### config.mk
export PLATFORM = sky130hd
export DESIGN_NAME = sel_seq
export DESIGN_NICKNAME = d
export VERILOG_FILES = /design/src/rtl/sel_seq_pkg.sv /design/src/rtl/sel_seq_timer.sv /design/src/rtl/sel_seq_steps.sv /design/src/rtl/sel_seq.sv
export SDC_FILE = /design/constraint.sdc
export NUM_CORES = 1
export LEC_CHECK = 0
export ABC_CLOCK_PERIOD_IN_PS = 3500
export BUFFER_PORTS_ARGS = -buffer_cell sky130_fd_sc_hd__buf_2
export CORE_ASPECT_RATIO = 1.25
export CORE_MARGIN = 4
export CORE_UTILIZATION = 40
export CTS_CLUSTER_DIAMETER = 200
export DETAILED_ROUTE_END_ITERATION = 7
export GPL_TIMING_DRIVEN = 0
export HOLD_SLACK_MARGIN = 0.06
export SETUP_SLACK_MARGIN = 0.02
export SLEW_MARGIN = 15
export SYNTH_ARGS = -nofsm -noshare
export SYNTH_HDL_FRONTEND = slang
export SYNTH_SLANG_ARGS = --single-unit
### constraint.sdc
create_clock -name clk_i -period 3.5 [get_ports clk_i]
set_clock_uncertainty 0.1 [all_clocks]
set_input_delay 1.05 -clock clk_i [delete_from_list [all_inputs] [get_ports clk_i]]
set_output_delay 1.05 -clock clk_i [all_outputs]
set_load 0.005 [all_outputs]
### src/rtl/sel_seq_pkg.sv
package sel_seq_pkg;

  typedef enum logic [2:0] {
    ST_IDLE,
    ST_BUS_FREE,
    ST_ARB_BEGIN,
    ST_ARB_END,
    ST_SEL_BEGIN,
    ST_SEL_END,
    ST_CMD_BEGIN,
    ST_CMD_DONE
  } seq_state_e;

  typedef struct packed {
    seq_state_e  state;
    logic [2:0]  step;
    logic [7:0]  status;
  } step_ent_t;

  localparam logic [7:0] CMD_SEL_NO_ATN = 8'h41;
  localparam logic [7:0] IST_SVC_REQ    = 8'h10;
  localparam logic [7:0] IST_OK         = 8'h08;

  localparam int unsigned STEP_ENTRIES = 3;
  localparam int unsigned STEP_IDX_W   = $clog2(STEP_ENTRIES + 1);

  localparam step_ent_t ENT_NONE = '{state: ST_IDLE, step: 3'd0, status: 8'h00};

  function automatic step_ent_t step_entry(input int unsigned idx);
    step_ent_t e;
    e.status = IST_SVC_REQ | IST_OK;
    case (idx)
      0:       begin e.state = ST_SEL_BEGIN; e.step = 3'd2; end
      1:       begin e.state = ST_CMD_BEGIN; e.step = 3'd3; end
      2:       begin e.state = ST_CMD_DONE;  e.step = 3'd4; end
      default: e = ENT_NONE;
    endcase
    return e;
  endfunction

  function automatic int unsigned dmax(input int unsigned a, input int unsigned b);
    return (a > b) ? a : b;
  endfunction

endpackage

### src/rtl/sel_seq_timer.sv
module sel_seq_timer #(
  parameter int unsigned W = 8
) (
  input  logic         clk_i,
  input  logic         rst_ni,
  input  logic         load_i,
  input  logic [W-1:0] val_i,
  input  logic         cancel_i,
  output logic         run_o,
  output logic         expired_o
);
  logic [W-1:0] cnt_q;
  logic         run_q;

  assign expired_o = run_q && (cnt_q == '0);
  assign run_o     = run_q;

  // val_i >= 1: expiry lands val_i cycles after the load edge
  always_ff @(posedge clk_i or negedge rst_ni) begin
    if (!rst_ni) begin
      run_q <= 1'b0;
      cnt_q <= '0;
    end else if (load_i) begin
      run_q <= 1'b1;
      cnt_q <= val_i - W'(1);
    end else if (cancel_i || expired_o) begin
      run_q <= 1'b0;
    end else if (run_q) begin
      cnt_q <= cnt_q - W'(1);
    end
  end
endmodule

### src/rtl/sel_seq_steps.sv
module sel_seq_steps
  import sel_seq_pkg::*;
(
  input  logic [STEP_IDX_W-1:0] idx_i,
  output step_ent_t             ent_o
);
  localparam int unsigned SLOTS = 1 << STEP_IDX_W;

  step_ent_t tbl [SLOTS];

  for (genvar g = 0; g < SLOTS; g++) begin : g_ent
    if (g < STEP_ENTRIES) begin : g_used
      assign tbl[g] = step_entry(g);
    end else begin : g_pad
      assign tbl[g] = ENT_NONE;
    end
  end

  assign ent_o = tbl[idx_i];
endmodule

### src/rtl/sel_seq.sv
module sel_seq
  import sel_seq_pkg::*;
#(
  parameter int unsigned FREE_CYC   = 20,
  parameter int unsigned SETTLE_CYC = 10,
  parameter int unsigned CLEAR_CYC  = 20,
  parameter int unsigned ARB_CYC    = 60,
  parameter int unsigned SELTO_CYC  = 6250000,
  parameter int unsigned ID_W       = 3
) (
  input  logic            clk_i,
  input  logic            rst_ni,
  input  logic            start_i,
  input  logic [7:0]      cmd_i,
  input  logic [ID_W-1:0] own_id_i,
  input  logic [ID_W-1:0] tgt_id_i,
  input  logic            bus_free_i,
  input  logic            arb_ok_i,
  input  logic            arb_won_i,
  input  logic            sel_cfm_i,
  input  logic [ID_W-1:0] sel_cfm_id_i,
  output logic            arb_req_o,
  output logic [ID_W-1:0] arb_id_o,
  output logic            sel_req_o,
  output logic [ID_W-1:0] sel_id_o,
  output logic            atn_o,
  output logic            release_o,
  output logic [2:0]      seq_step_o,
  output logic [7:0]      int_stat_o,
  output logic            done_o
);
  localparam int unsigned D_FS = FREE_CYC + SETTLE_CYC;
  localparam int unsigned D_CS = CLEAR_CYC + SETTLE_CYC;
  localparam int unsigned MAXD = dmax(dmax(D_FS, D_CS), dmax(ARB_CYC, SELTO_CYC));
  localparam int unsigned TW   = $clog2(MAXD + 1);

  seq_state_e            state_q, state_d, pend_q, pend_d;
  logic [7:0]            cmd_q;
  logic [ID_W-1:0]       own_q, tgt_q;
  logic [STEP_IDX_W-1:0] idx_q, idx_d, rom_idx;
  logic                  sel_ok_q, sel_ok_d;
  logic [2:0]            step_q, step_d;
  logic [7:0]            ist_q, ist_d;
  logic                  done_q, done_d;
  logic                  accept;

  logic                  tmr_load, tmr_cancel, tmr_run, tmr_exp;
  logic [TW-1:0]         tmr_val;
  logic                  cfm_hit;
  step_ent_t             ent;

  sel_seq_timer #(.W(TW)) i_timer (
    .clk_i     (clk_i),
    .rst_ni    (rst_ni),
    .load_i    (tmr_load),
    .val_i     (tmr_val),
    .cancel_i  (tmr_cancel),
    .run_o     (tmr_run),
    .expired_o (tmr_exp)
  );

  // on a confirmed selection the table is read one entry ahead
  assign rom_idx = idx_q + STEP_IDX_W'((state_q == ST_SEL_END) && sel_ok_q);

  sel_seq_steps i_steps (
    .idx_i (rom_idx),
    .ent_o (ent)
  );

  assign accept  = (state_q == ST_IDLE) && start_i;
  assign cfm_hit = (state_q == ST_SEL_BEGIN) && tmr_run && sel_cfm_i && (sel_cfm_id_i == tgt_q);

  always_comb begin
    state_d    = state_q;
    pend_d     = pend_q;
    idx_d      = idx_q;
    sel_ok_d   = sel_ok_q;
    step_d     = step_q;
    ist_d      = ist_q;
    done_d     = 1'b0;
    tmr_load   = 1'b0;
    tmr_val    = '0;
    tmr_cancel = 1'b0;
    arb_req_o  = 1'b0;
    sel_req_o  = 1'b0;
    release_o  = 1'b0;
    if (state_q == ST_IDLE) begin
      if (start_i) begin
        state_d  = ST_BUS_FREE;
        idx_d    = '0;
        sel_ok_d = 1'b0;
      end
    end else if (cfm_hit) begin
      tmr_cancel = 1'b1;
      sel_ok_d   = 1'b1;
      state_d    = ST_SEL_END;
    end else if (tmr_exp) begin
      state_d = pend_q;
    end else if (!tmr_run) begin
      unique case (state_q)
        ST_BUS_FREE: begin
          tmr_load = 1'b1;
          if (bus_free_i) begin
            pend_d  = ST_ARB_BEGIN;
            tmr_val = TW'(D_FS);
          end else begin
            pend_d  = ST_BUS_FREE;
            tmr_val = TW'(FREE_CYC);
          end
        end
        ST_ARB_BEGIN: begin
          arb_req_o = 1'b1;
          tmr_load  = 1'b1;
          if (arb_ok_i) begin
            pend_d  = ST_ARB_END;
            tmr_val = TW'(ARB_CYC);
          end else begin
            release_o = 1'b1;
            pend_d    = ST_BUS_FREE;
            tmr_val   = TW'(CLEAR_CYC);
          end
        end
        ST_ARB_END: begin
          tmr_load = 1'b1;
          if (arb_won_i) begin
            pend_d  = ent.state;
            tmr_val = TW'(D_CS);
          end else begin
            release_o = 1'b1;
            pend_d    = ST_BUS_FREE;
            tmr_val   = TW'(CLEAR_CYC);
          end
        end
        ST_SEL_BEGIN: begin
          sel_req_o = 1'b1;
          tmr_load  = 1'b1;
          pend_d    = ST_SEL_END;
          tmr_val   = TW'(SELTO_CYC);
        end
        ST_SEL_END: begin
          if (sel_ok_q) begin
            idx_d   = rom_idx;
            state_d = ent.state;
          end else begin
            step_d    = ent.step;
            ist_d     = ist_q | ent.status;
            release_o = 1'b1;
            done_d    = 1'b1;
            state_d   = ST_IDLE;
          end
        end
        ST_CMD_BEGIN, ST_CMD_DONE: begin
          done_d  = 1'b1;
          state_d = ST_IDLE;
        end
        default: state_d = ST_IDLE;
      endcase
    end
  end

  always_ff @(posedge clk_i or negedge rst_ni) begin
    if (!rst_ni) begin
      state_q  <= ST_IDLE;
      pend_q   <= ST_IDLE;
      idx_q    <= '0;
      sel_ok_q <= 1'b0;
      step_q   <= '0;
      ist_q    <= '0;
      done_q   <= 1'b0;
      cmd_q    <= '0;
      own_q    <= '0;
      tgt_q    <= '0;
    end else begin
      state_q  <= state_d;
      pend_q   <= pend_d;
      idx_q    <= idx_d;
      sel_ok_q <= sel_ok_d;
      step_q   <= step_d;
      ist_q    <= ist_d;
      done_q   <= done_d;
      if (accept) begin
        cmd_q <= cmd_i;
        own_q <= own_id_i;
        tgt_q <= tgt_id_i;
      end
    end
  end

  assign arb_id_o   = own_q;
  assign sel_id_o   = tgt_q;
  assign atn_o      = sel_req_o && (cmd_q != CMD_SEL_NO_ATN);
  assign seq_step_o = step_q;
  assign int_stat_o = ist_q;
  assign done_o     = done_q;
endmodule

==> flow_metrics.env, run 1 <==
export IMPL_syn_area_per_cell_sq_um=9.161
export IMPL_wire_per_inst_microns=16.94
export IMPL_insertion_delay_ns=0.32
export IMPL_synth_top_area_share_pct=41.96
export IMPL_die_area_sq_um=9396
export IMPL_hold_violations=0
export IMPL_ys_ff_latch=53
export IMPL_yosys_warnings=0
export IMPL_ir_drop_uv=383.3
export IMPL_grt_max_degree=54
export IMPL_drt_drc_violations_left=0
export IMPL_synth_common_cells="53 x dfrtp_1, 34 x nor2_1, 33 x nand2_1"
export IMPL_post_dp_cell_area_sq_um=3496
export IMPL_post_synth_top_area_cell="dfrtp_1"
export IMPL_regArea_sq_um=1326
export IMPL_rows=36
export IMPL_synth_area_sq_um=3161
export IMPL_cp_data_required_time_ns=3.63
export IMPL_fillers=793
export IMPL_via_count=2757
export IMPL_drv_cap=0
export IMPL_final_min_clock_period_ns=3.364
export IMPL_dp_hpwl_microns=6166
export IMPL_layout_drive_gt1_share_pct=23.44
export IMPL_synth_most_common_cell="dfrtp_1"
export IMPL_crit_fanout=10
export IMPL_crit_path_start_kind="flop"
export IMPL_routed_wl_microns=8404
export IMPL_boundaryPins=46
export IMPL_areaGrowthSynthToFinish_pct=17.02
export IMPL_fin_tns_setup_ns=0
export IMPL_ys_seq_area_share_pct=41.96
export IMPL_netlist_instances=345
export IMPL_cts_num_sinks=53
export IMPL_cts_buffer_depth=2
export IMPL_drt_iter0_drc=134
export IMPL_initial_utilization_pct=40.79
export IMPL_h_tree_depth=2
export IMPL_async_reset_ff_share_pct=100.0
export IMPL_stdcell_count=496
export IMPL_die_h_microns=107.4
export IMPL_cts_root_buffer="clkbuf_8"
export IMPL_slew_headroom_pct=56.22
export IMPL_hold_class="reg2reg"
export IMPL_final_nets=429
export IMPL_r2r_slack_ns=0.14
export IMPL_multi_input_area_sq_um=1722
export IMPL_synth_cell_types=58
export IMPL_power_density_nw_per_um2=772.2
export IMPL_clk_pin_slew_ns=0.10
export IMPL_gp_congestion=0.8691
export IMPL_grt_use_total_pct=18.94
export IMPL_first_pass_iters=4
export IMPL_viasPerCell=5.558
export IMPL_core_region_area_sq_um=7747
export IMPL_crit_arrival_ns=3.49
export IMPL_end_kind="flop"
export IMPL_synth_top_cells_by_area="dfrtp_1 42%, mux2_2 5.3%, nor2_1 4.0%"
export IMPL_setup_viol=0
export IMPL_cts_hold_buf=0
export IMPL_worstMarginPinSlew_ns=0.6507
export IMPL_cts_buffers=5
export IMPL_port_buffer_count=39
export IMPL_synth_edf_count=0
export IMPL_finalMaxSlewViolations=0
export IMPL_antenna_found_initial=0
export IMPL_rsz0062_at_grt="false"
export IMPL_ant_nets=0
export IMPL_antennaDiodeCount=0
export IMPL_placed_cells=484
export IMPL_grt_first_pass_wirelength_microns=14010
export IMPL_grt_pass1_vias=2816
export IMPL_cts_tree="built"
export IMPL_fmax_ghz=0.2973
export IMPL_die_x_microns=87.51
export IMPL_status="complete, no violations"
export IMPL_critPathKind="reg2reg"
export IMPL_finalInstanceArea_sq_um=3699
export IMPL_fin_crit_sh_pct=96.12
export IMPL_grt_overflow_total=0
export IMPL_p_leak_nw=1.728
export IMPL_synth_main_ff_cell="dfrtp_1"
area by class of cell:
class	instances	area share, %
Tap cell	95	3.214
Clock buffer	5	1.861
Sequential cell	53	35.86
Inverter	12	1.218
Clock inverter	3	1.286
Timing Repair Buffer	44	6.360
Buffer	22	3.654
Multi-Input combinational cell	262	46.55
critical path, cell delays in order, from the launching register on:
cell and delay, ns:
dfrtp_1 0.38, buf_2 0.18, or4b_4 0.56, inv_1 0.09
buf_4 0.17, a21oi_2 0.08, clkbuf_8 0.20, mux2i_1 0.16
ha_2 0.22, nor3b_2 0.17, nand4_1 0.14, or3_4 0.38
nor4_4 0.16, nor3_1 0.07, a211oi_1 0.21
flip-flops by register name, indices dropped and copies added, names as in the netlist:
register and count:
int_stat_o 2, pend_q 3, seq_step_o 3, done_o 1, idx_q 2, sel_ok_q 1
i_timer.cnt_q 23, state_q 3, cmd_q 8, arb_id_o 3, i_timer.run_o 1, sel_id_o 3
what timing repair did:
action / CTS / global route
pin swaps: 2 / 2
endpoints found under the setup margin: 10 / 5
hold endpoints to repair: 0 / 0
buffers inserted: 2 / 3
gates resized for setup: 10 / 5
report_power, final:
group          internal [mW]  total, mW  switching, mW
combinational          0.610       1.38          0.770
clock                  0.219      0.445          0.226
sequential             0.835       1.03          0.196
total                   1.66       2.86           1.19
kinds of logic after synthesis:
kind of cell	synth area share [%]
compound gates	16.07
xor+xnor	4.434
fa+ha+maj	1.979
buf+inv	5.265
flops	41.96
mux	6.928
other cells	0.1187
simple gates	23.24
per-layer routing:
| layer | track usage (%) | vias to the layer above | wire length (microns) |
|---|---|---|---|
| met1 | 22.87 | 1333 | 3507 |
| met4 | 7.346 | 0 | 201 |
| met3 | 3.675 | 18 | 322 |
| met2 | 32.70 | 60 | 4374 |
| li1 | - | 1346 | - |
| met5 | 0 | - | 0 |
final timing paths:
path | from | endpoint | cells after the start
worst max-delay path | state_q[0] | i_timer.cnt_q[12] | 14
worst min register to register | int_stat_o[4] | int_stat_o[4] | 1
worst max register to register | state_q[0] | i_timer.cnt_q[12] | 14
max in group asynchronous | rst_ni | i_timer.cnt_q[3] | 1
min in group asynchronous | rst_ni | sel_id_o[1] | 1
worst min-delay path | int_stat_o[4] | int_stat_o[4] | 1
cell usage in the layout (no fill, tap or decap), types with 7 or more instances in the layout:
| cell | n |
|---|---|
| buf_4 | 14 |
| nor3_1 | 17 |
| nor2_1 | 34 |
| buf_2 | 41 |
| a21oi_1 | 19 |
| nor4_1 | 7 |
| mux2_2 | 15 |
| xnor2_1 | 8 |
| nand3_1 | 7 |
| dfrtp_1 | 53 |
| a211oi_1 | 9 |
| inv_1 | 12 |
| o21ai_0 | 19 |
| xor2_1 | 8 |
| nand2_1 | 33 |
per-stage QoR:
stage	utilization (%)	hold WS (ns)	power, mW	setup WS (ns)
final	47.74	0.3868	2.856	0.1359
after global routing	47.74	0.4093	3.078	0.01772
after CTS	47.19	0.3951	2.846	0.01981
after detailed placement	45.12	0.3652	2.353	-0.5322
after global placement	45.09	0.3603	2.328	-0.5301
after floorplan	-	0.3460	1.963	0.1434
(Power assumes the default switching activity.)
==> inputs of run 2 (changes only) <==
CORE_ASPECT_RATIO = 1.1   (was 1.25)
==> flow_metrics.env, run 2 (same netlist as run 1, synthesis figures left out) <==
export IMPL_status="complete, no violations"
export IMPL_finalMaxSlewViolations=0
export IMPL_routed_wl_microns=8368
export IMPL_drt_iter0_drc=233
export IMPL_die_area_sq_um=9389
export IMPL_clkPwrFrac_pct=13.1
export IMPL_crit_arrival_ns=2.17
export IMPL_antennaDiodeCount=0
export IMPL_final_nets=432
export IMPL_viasPerCell=5.505
export IMPL_multi_input_area_sq_um=1722
export IMPL_critPathKind="reg2out"
export IMPL_worstMarginPinSlew_ns=0.9424
export IMPL_cp_data_required_time_ns=2.35
export IMPL_p_sw_share_pct=42.78
export IMPL_p_leak_nw=1.721
export IMPL_first_pass_iters=4
export IMPL_cts_buffers=5
export IMPL_fin_util_pct=49.06
export IMPL_drt_drc_violations_left=0
export IMPL_gp_congestion=0.9042
export IMPL_cts_buffer_depth=2
export IMPL_dp_hpwl_microns=6122
export IMPL_boundaryPins=46
export IMPL_die_h_microns=101.2
export IMPL_antenna_found_initial=0
export IMPL_crit_fanout=10
export IMPL_ir_drop_uv=320.7
export IMPL_whs_ns=0.3869
export IMPL_fillers=742
export IMPL_power_density_nw_per_um2=745.5
export IMPL_fmax_ghz=0.3011
export IMPL_largest_reg_flops=23
export IMPL_regArea_sq_um=1326
export IMPL_finalInstanceArea_sq_um=3707
export IMPL_slew_headroom_pct=36.59
export IMPL_grt_max_degree=54
export IMPL_clk_pin_slew_ns=0.11
export IMPL_cts_tree="built"
export IMPL_finalPower_mw=2.764
export IMPL_internal_power_mw=1.581
export IMPL_cts_root_buffer="clkbuf_8"
export IMPL_insertion_delay_ns=0.32
export IMPL_core_region_area_sq_um=7556
export IMPL_rows=33
export IMPL_h_tree_depth=2
export IMPL_rsz0062_at_grt="false"
export IMPL_switchingPower_mw=1.182
export IMPL_fin_crit_sh_pct=94.88
export IMPL_grt_use_total_pct=18.45
export IMPL_via_count=2802
export IMPL_crit_path_start_kind="flop"
export IMPL_cts_hold_buf=0
export IMPL_layout_drive_gt1_share_pct=24.01
export IMPL_final_cell_mix="53 x dfrtp_1, 41 x buf_2, 34 x nor2_1, 33 x nand2_1"
export IMPL_drv_cap=0
export IMPL_grt_pass1_vias=2778
export IMPL_hold_class="reg2reg"
export IMPL_post_dp_cell_area_sq_um=3508
export IMPL_hold_violations=0
export IMPL_mostFrequentLayoutCell="dfrtp_1"
export IMPL_setup_viol=0
export IMPL_wire_per_inst_microns=16.44
export IMPL_comb_power_share_pct=49.6
export IMPL_die_x_microns=92.75
export IMPL_grt_first_pass_wirelength_microns=13970
export IMPL_grt_overflow_total=0
export IMPL_seq_power_share_pct=37.3
export IMPL_reg_top3="i_timer.cnt_q x23, cmd_q x8"
export IMPL_ant_nets=0
export IMPL_initial_utilization_pct=41.83
export IMPL_setup_slack_ns=0.1793
export IMPL_port_buffer_count=39
export IMPL_pre_cts_ws_ns=-0.6032
export IMPL_final_min_clock_period_ns=3.321
export IMPL_areaGrowthSynthToFinish_pct=17.30
export IMPL_top_register="i_timer.cnt_q"
export IMPL_end_kind="primary output"
export IMPL_cts_num_sinks=53
## run 2: per-layer routing
| layer | global-route usage [%] | up-vias | part of all wire, % |
|---|---|---|---|
| met5 | 0 | - | 0 |
| met4 | 4.171 | 0 | 1.1 |
| met3 | 2.972 | 8 | 3.7 |
| met2 | 30.69 | 64 | 49 |
| met1 | 25.51 | 1378 | 46 |
| li1 | - | 1352 | - |
## run 2: stage by stage
step                      cells  TNS [ns]
final                       509         0
after global routing        509         0
after global placement      494    -2.467
after floorplan             350         0
after CTS                   505         0
after detailed placement    494    -2.644
## run 2: timing repair
| action | 4_1_cts | 5_1_grt |
|---|---|---|
| gates resized for setup | 11 | 7 |
| cloned | 0 | 0 |
| pin swaps | 3 | 5 |
| buffers inserted | 3 | 4 |
| endpoints found under the setup margin | 9 | 5 |
## run 2: layout make-up
class	count	area share, %
Multi-Input combinational cell	262	46.44
Sequential cell	53	35.77
Timing Repair Buffer	46	6.750
Buffer	23	3.847
Tap cell	105	3.544
Clock buffer	5	1.856
Inverter	12	1.215
Clock inverter	3	0.5737
## run 2: worst paths after layout
path | from | to | slack [ns] | cells past startpoint
worst max-delay path | i_timer.run_o | arb_req_o | 0.18 | 5
worst min-delay path | int_stat_o[3] | int_stat_o[3] | 0.39 | 1
worst max register to register | state_q[0] | i_timer.cnt_q[10] | 0.25 | 13
worst min register to register | int_stat_o[3] | int_stat_o[3] | 0.39 | 1
max in group asynchronous | rst_ni | pend_q[2] | 2.17 | 1
min in group asynchronous | rst_ni | i_timer.cnt_q[16] | 0.66 | 1
## run 2: power by group through the flow
stage                     Clock [mW]  Combinational [mW]  Sequential, mW
after floorplan                    0               0.971           0.991
after global placement             0                1.30            1.03
after detailed placement           0                1.32            1.04
after CTS                      0.372                1.36            1.03
after global routing           0.393                1.53            1.07
final                          0.363                1.37            1.03
## run 2: worst max-delay path, cell delays in order (launching register included)
cell and delay, ns:
dfrtp_1 0.46, buf_2 0.36, clkbuf_1 0.43, clkbuf_2 0.36, nor3_1 0.09, buf_2 0.14
